$ cat config.mk
export PLATFORM = sky130hd
export DESIGN_NAME = lpc_io_target
export DESIGN_NICKNAME = d
export VERILOG_FILES = /design/src/rtl/lpc_tgt_pkg.sv /design/src/rtl/lpc_step_ctr.sv /design/src/rtl/lpc_addr_match.sv /design/src/rtl/lpc_drive_mux.sv /design/src/rtl/lpc_io_target.sv
export SDC_FILE = /design/constraint.sdc
export NUM_CORES = 1
export LEC_CHECK = 0
export BUFFER_PORTS_ARGS = -buffer_cell sky130_fd_sc_hd__buf_2
export CAP_MARGIN = 20
export CORE_MARGIN = 1.5
export CORE_UTILIZATION = 45
export DETAILED_ROUTE_END_ITERATION = 7
export PLACE_DENSITY = 0.68
export SYNTH_ARGS = -nofsm -noshare
export SYNTH_HDL_FRONTEND = slang
export SYNTH_HIERARCHICAL = 1
export SYNTH_SLANG_ARGS = --single-unit
export TNS_END_PERCENT = 1
$ cat constraint.sdc
create_clock -name clk_i -period 2.15 [get_ports clk_i]
set_input_delay 0.215 -clock clk_i [delete_from_list [all_inputs] [get_ports clk_i]]
set_output_delay 0.215 -clock clk_i [all_outputs]
set_load 0.1 [all_outputs]
$ cat src/rtl/lpc_tgt_pkg.sv
package lpc_tgt_pkg;
  typedef enum logic [2:0] {
    S_IDLE, S_FRAME, S_ADDR, S_WDATA, S_TAR1, S_SYNC, S_RDATA, S_TAR2
  } state_e;

  localparam logic [3:0] START_TGT  = 4'h0;
  localparam logic [3:0] SYNC_READY = 4'h0;
  localparam logic [3:0] SYNC_SHORT = 4'h5;
  localparam logic [3:0] SYNC_ERR   = 4'hA;
  localparam logic [3:0] NIB_HIGH   = 4'hF;
  localparam logic [1:0] CT_IO      = 2'b00;  // bits [3:2] of the type nibble
endpackage

$ cat src/rtl/lpc_step_ctr.sv
module lpc_step_ctr #(
  parameter int CNT_W = 4
) (
  input  logic             clk_i,
  input  logic             rst_ni,
  input  logic             load_i,
  input  logic [CNT_W-1:0] load_val_i,
  input  logic             dec_i,
  output logic [CNT_W-1:0] cnt_o,
  output logic             zero_o
);
  logic [CNT_W-1:0] cnt_q;

  always_ff @(posedge clk_i or negedge rst_ni) begin
    if (!rst_ni)                    cnt_q <= '0;
    else if (load_i)                cnt_q <= load_val_i;
    else if (dec_i && cnt_q != '0)  cnt_q <= cnt_q - 1'b1;
  end

  assign cnt_o  = cnt_q;
  assign zero_o = (cnt_q == '0);

  // saturating: an exhausted phase counter stays at zero
  p_cnt_hold_r7: assert property (@(posedge clk_i) disable iff (!rst_ni)
    (zero_o && !load_i) |=> zero_o);
endmodule

$ cat src/rtl/lpc_addr_match.sv
module lpc_addr_match #(
  parameter int               ADDR_W    = 16,
  parameter logic [ADDR_W-1:0] BASE_ADDR = '0,
  parameter logic [ADDR_W-1:0] ADDR_MASK = '1
) (
  input  logic [ADDR_W-1:0] addr_i,
  output logic              hit_o
);
  localparam logic [ADDR_W-1:0] BASE_M = BASE_ADDR & ADDR_MASK;

  assign hit_o = ((addr_i & ADDR_MASK) == BASE_M);
endmodule

$ cat src/rtl/lpc_drive_mux.sv
module lpc_drive_mux
  import lpc_tgt_pkg::*;
(
  input  logic       clk_i,
  input  logic       rst_ni,
  input  logic       frame_ni,
  input  state_e     state_i,
  input  logic       cnt_zero_i,
  input  logic       first_i,
  input  logic       err_i,
  input  logic [7:0] rdata_i,
  output logic       oe_o,
  output logic [3:0] nib_o
);
  logic drive;

  always_comb begin
    drive = 1'b0;
    nib_o = NIB_HIGH;
    unique case (state_i)
      S_SYNC: begin
        drive = 1'b1;
        if (!cnt_zero_i) nib_o = SYNC_SHORT;
        else             nib_o = err_i ? SYNC_ERR : SYNC_READY;
      end
      S_RDATA: begin
        drive = 1'b1;
        nib_o = first_i ? rdata_i[3:0] : rdata_i[7:4];
      end
      S_TAR2: begin
        drive = first_i;
        nib_o = NIB_HIGH;
      end
      default: ;
    endcase
  end

  // a frame strobe pre-empts the target within the same clock
  assign oe_o = drive & frame_ni;

  p_sync_legal_r7: assert property (@(posedge clk_i) disable iff (!rst_ni)
    (state_i == S_SYNC && oe_o) |->
      (nib_o == SYNC_SHORT || nib_o == SYNC_READY || nib_o == SYNC_ERR));
endmodule

$ cat src/rtl/lpc_io_target.sv
module lpc_io_target
  import lpc_tgt_pkg::*;
#(
  parameter int               ADDR_W      = 16,
  parameter logic [ADDR_W-1:0] BASE_ADDR   = 16'h0370,
  parameter logic [ADDR_W-1:0] ADDR_MASK   = 16'hFFF0,
  parameter int               WAIT_STATES = 3   // 0..15
) (
  input  logic              clk_i,
  input  logic              rst_ni,
  input  logic              frame_ni,
  input  logic [3:0]        bus_i,
  output logic [3:0]        bus_o,
  output logic              bus_oe_o,
  output logic [ADDR_W-1:0] reg_addr_o,
  output logic              reg_wr_o,
  output logic [7:0]        reg_wdata_o,
  output logic              reg_rd_o,
  input  logic [7:0]        reg_rdata_i,
  input  logic              reg_err_i
);
  localparam int ADDR_NIBS = ADDR_W / 4;
  localparam int W_WAIT    = $clog2(WAIT_STATES + 1);
  localparam int W_ADDR    = $clog2(ADDR_NIBS);
  localparam int CNT_W     = (W_WAIT > W_ADDR) ? W_WAIT : ((W_ADDR > 1) ? W_ADDR : 1);

  state_e            state_q, state_d;
  logic [3:0]        start_q;
  logic              is_wr_q;
  logic [ADDR_W-1:0] addr_q, addr_shift;
  logic [7:0]        wdata_q, rdata_q;
  logic              hit;
  logic              load, dec, wr_stb, rd_stb;
  logic [CNT_W-1:0]  load_val, cnt;
  logic              cnt_zero, first;

  assign addr_shift = {addr_q[ADDR_W-5:0], bus_i};
  assign first      = (cnt == CNT_W'(1));

  lpc_addr_match #(
    .ADDR_W   (ADDR_W),
    .BASE_ADDR(BASE_ADDR),
    .ADDR_MASK(ADDR_MASK)
  ) u_match (
    .addr_i(addr_shift),
    .hit_o (hit)
  );

  lpc_step_ctr #(.CNT_W(CNT_W)) u_ctr (
    .clk_i     (clk_i),
    .rst_ni    (rst_ni),
    .load_i    (load),
    .load_val_i(load_val),
    .dec_i     (dec),
    .cnt_o     (cnt),
    .zero_o    (cnt_zero)
  );

  always_comb begin
    state_d  = state_q;
    load     = 1'b0;
    load_val = CNT_W'(1);
    dec      = 1'b0;
    wr_stb   = 1'b0;
    rd_stb   = 1'b0;
    if (!frame_ni) begin
      state_d = S_FRAME;
    end else begin
      unique case (state_q)
        S_IDLE: ;
        S_FRAME: begin
          if (start_q == START_TGT && bus_i[3:2] == CT_IO) begin
            state_d  = S_ADDR;
            load     = 1'b1;
            load_val = CNT_W'(ADDR_NIBS - 1);
          end else begin
            state_d = S_IDLE;
          end
        end
        S_ADDR: begin
          if (cnt_zero) begin
            load    = 1'b1;
            state_d = !hit ? S_IDLE : (is_wr_q ? S_WDATA : S_TAR1);
          end else dec = 1'b1;
        end
        S_WDATA: begin
          if (cnt_zero) begin load = 1'b1; state_d = S_TAR1; end
          else dec = 1'b1;
        end
        S_TAR1: begin
          wr_stb = first & is_wr_q;
          rd_stb = first & ~is_wr_q;
          if (cnt_zero) begin
            load     = 1'b1;
            load_val = CNT_W'(WAIT_STATES);
            state_d  = S_SYNC;
          end else dec = 1'b1;
        end
        S_SYNC: begin
          if (cnt_zero) begin
            load    = 1'b1;
            state_d = is_wr_q ? S_TAR2 : S_RDATA;
          end else dec = 1'b1;
        end
        S_RDATA: begin
          if (cnt_zero) begin load = 1'b1; state_d = S_TAR2; end
          else dec = 1'b1;
        end
        S_TAR2: begin
          if (cnt_zero) state_d = S_IDLE;
          else dec = 1'b1;
        end
        default: state_d = S_IDLE;
      endcase
    end
  end

  always_ff @(posedge clk_i or negedge rst_ni) begin
    if (!rst_ni) begin
      state_q <= S_IDLE;
      start_q <= NIB_HIGH;
      is_wr_q <= 1'b0;
      addr_q  <= '0;
      wdata_q <= '0;
      rdata_q <= '0;
    end else begin
      state_q <= state_d;
      if (!frame_ni) start_q <= bus_i;  // last nibble under the frame wins
      if (frame_ni && state_q == S_FRAME) is_wr_q <= bus_i[1];
      if (frame_ni && state_q == S_ADDR)  addr_q  <= addr_shift;
      if (frame_ni && state_q == S_WDATA) begin
        if (first) wdata_q[3:0] <= bus_i;
        else       wdata_q[7:4] <= bus_i;
      end
      if (frame_ni && state_q == S_SYNC && cnt_zero) rdata_q <= reg_rdata_i;
    end
  end

  lpc_drive_mux u_drive (
    .clk_i     (clk_i),
    .rst_ni    (rst_ni),
    .frame_ni  (frame_ni),
    .state_i   (state_q),
    .cnt_zero_i(cnt_zero),
    .first_i   (first),
    .err_i     (reg_err_i),
    .rdata_i   (rdata_q),
    .oe_o      (bus_oe_o),
    .nib_o     (bus_o)
  );

  assign reg_addr_o  = addr_q;
  assign reg_wdata_o = wdata_q;
  assign reg_wr_o    = wr_stb;
  assign reg_rd_o    = rd_stb;

  p_strobe_excl_r5: assert property (@(posedge clk_i) disable iff (!rst_ni)
    $onehot0({reg_wr_o, reg_rd_o}));
  p_wr_single_r5: assert property (@(posedge clk_i) disable iff (!rst_ni)
    reg_wr_o |=> !reg_wr_o);
  p_rd_single_r8: assert property (@(posedge clk_i) disable iff (!rst_ni)
    reg_rd_o |=> !reg_rd_o);
  p_take_in_sync_r6: assert property (@(posedge clk_i) disable iff (!rst_ni)
    $rose(bus_oe_o) |-> (state_q == S_SYNC));
  p_release_r9: assert property (@(posedge clk_i) disable iff (!rst_ni)
    (state_q == S_TAR2 && cnt_zero) |-> !bus_oe_o);
endmodule

==> impl_metrics.json <==
{
  "status": "completed",
  "tightest_slew_ps": 911,
  "antenna_found_initial": 0,
  "diodes": 0,
  "ys_types": 46,
  "core_um2": 4350,
  "place_congestion": 0.770,
  "final_antenna_net_count": 0,
  "irDropWorstVdd_uv": 434,
  "place_area_um2": 2410,
  "start_kind": "register",
  "synth_area_leaders": "dfrtp_1, mux2_2, dfstp_2",
  "ys_ff_latch": 42,
  "period_needed_ps": 1980,
  "initial_core_util_pct": 47.0,
  "skew_ps": 9.14,
  "end_kind": "output pin",
  "slew_violations": 0,
  "synthArstFlopShare_pct": 100,
  "hold_viol": 0,
  "power_density_nw_per_um2": 777,
  "clock.fmax_ghz": 0.504,
  "place_hpwl_um": 3050,
  "cp.arrival_ps": 1770,
  "r2r-start": "reg_addr_o[8]",
  "clk-insertion-delay-late_ps": 300,
  "min_path_type": "input port to async pin",
  "placementRows": 24,
  "syn_area_um2": 2050,
  "wirelength_um": 4200,
  "vias_per_cell": 5.52,
  "synth-edff-count": 0,
  "grt-ovfl-total": 0,
  "clk_pin_slew_ps": 80,
  "grt.total_usage_pct": 18.6,
  "dr.pass1.iters": 4,
  "post_drt_wl_per_cell_um": 16.0,
  "io_buffers": 46,
  "nets": 226,
  "yosysSeqAreaShare_pct": 51.6,
  "cp_data_required_time_ps": 1930,
  "r2r-end": "state_q[1]",
  "clock_path_buffers": 2,
  "cts_max_level": 2,
  "ys_top_cells_by_count": "dfrtp_1, mux2_2, inv_1",
  "grt_pass1_vias": 1555,
  "syn-num-nets": 175,
  "slew-limit-headroom_pct": 39.3,
  "multiInputGateArea_um2": 938,
  "design_area_um2": 2510,
  "drive_gt1_share_pct": 53.3,
  "yosysWarnings": 6,
  "rsz0062_at_grt": "no",
  "grt_max_degree": 43,
  "grt_pass1_wl_um": 7310,
  "setup_viol": 0,
  "p_leak_uw": 0.00123,
  "fin_crit_sh_pct": 92.2,
  "drtIter0Drc": 46,
  "syn_area_per_cell_um2": 13.0,
  "placed_cells": 254,
  "clock-sinks": 42,
  "final_cells": 262,
  "ys.flop_type": "dfrtp_1",
  "die_w_um": 70.5,
  "worstRegToRegCells": 5,
  "netlist.area_leader.share_pct": 46.4,
  "dieArea_um2": 4970,
  "synth_cells": 158,
  "cts_inserted_buffers": 5,
  "maxCapViolCount": 0,
  "yosysMostFrequentCell": "dfrtp_1",
  "r2r_slack_ps": 230,
  "yosysTopAreaCell": "dfrtp_1",
  "pin_count": 47,
  "fillCellCount": 373,
  "critPathKind": "register to output pin",
  "syn2layout_area_growth_pct": 22.6,
  "die_h_um": 70.5,
  "crit_fanout": 6,
  "root_buffer": "clkbuf_8",
  "vias": 1447,
  "drcViolationCount": 0,
  "cts_tree": "yes",
  "ff_latch_area_um2": 1060
}
==> area by class of cell <==
| class | instances | share of cell area [%] |
|---|---|---|
| clock buffer | 6 | 3.29 |
| inverter | 7 | 1.05 |
| multi-input combinational | 102 | 37.4 |
| clock inverter | 2 | 0.498 |
| tap | 52 | 2.59 |
| sequential | 42 | 42.1 |
| timing repair buffer | 51 | 13.2 |
==> layer usage <==
metal | up-vias | global-route usage [%] | wire (µm)
met1 | 703 | 23.0 | 1770
li1 | 686 | - | -
met2 | 53 | 31.9 | 2120
met5 | - | 0 | 0
met3 | 5 | 4.91 | 255
met4 | 0 | 5.34 | 45
==> critical path: stages, from the launching register on <==
cell	delay, ps
dfrtp_1	390
nand2b_1	160
inv_1	290
mux2i_1	140
a22oi_1	260
buf_12	220
==> worst max-delay path by stage <==
stage | startpoint | to | cells past startpoint
after floorplan | state_q[1] | reg_rd_o | 3
after global placement | reg_addr_o[8] | state_q[1] | 5
after detailed placement | reg_addr_o[8] | state_q[1] | 5
after CTS | u_ctr/cnt_o[0] | bus_o[3] | 5
after global routing | u_ctr/cnt_o[1] | bus_o[1] | 5
final | u_ctr/cnt_o[1] | bus_o[3] | 5
==> state kept, by name (all words and copies together) (netlist names) <==
name	flops
reg_wdata_o	8
is_wr_q	1
start_q	4
reg_addr_o	16
u_ctr/cnt_o	2
state_q	3
rdata_q	8
==> logic make-up (layout without fill, tap and decap cells) <==
family	after synthesis	count (layout)	share of synthesized area (%)
other cells	1	1	0.183
buf+inv	14	66	3.36
mux	41	41	22.3
simple gates	39	39	15.1
flops	42	42	51.6
fa+ha+maj	1	1	0.611
compound gates	20	20	6.90
==> cell usage in the layout, fill, tap and decap left out, drive strengths merged, types with 2 or more instances in the layout <==
cell type and count:
a21oi 6, a22oi 2, a31oi 3, and3b 2
buf 51, clkbuf 6, dfrtp 38, dfstp 4
inv 7, mux2 37, mux2i 4, nand2 4
nand2b 4, nand3 2, nor2b 4, nor3 5
nor4 3, o211ai 2, o311ai 2, or4b 2
==> metrics by stage <==
step           setup slack (ps)  power (µW)  utilization (%)  hold WS (ps)  TNS, ps
2_1_floorplan              -543        1300                -         -80.6    -3310
3_3_place_gp                316        1410             55.4           380        0
3_5_place_dp                239        1430             55.4           413        0
4_1_cts                    70.1        1970             57.6          78.4        0
5_1_grt                    60.2        2050             57.7           118        0
6_report                    168        1950             57.7          41.3        0
==> what timing repair did <==
| item | 4_1_cts | 5_1_grt |
|---|---|---|
| resized for setup | 1 | 1 |
| hold endpoints to repair | 0 | 0 |
| hold buffers | 0 | 0 |
| cloned | 0 | 0 |
| setup buffers | 0 | 0 |
| setup endpoints to repair | 1 | 2 |
==> power by group <==
part	internal, µW	total, µW	switching (µW)
clock	258	532	274
sequential	853	900	46.6
combinational	142	518	376
total	1250	1950	697
Power figures use the tool's default switching activity.
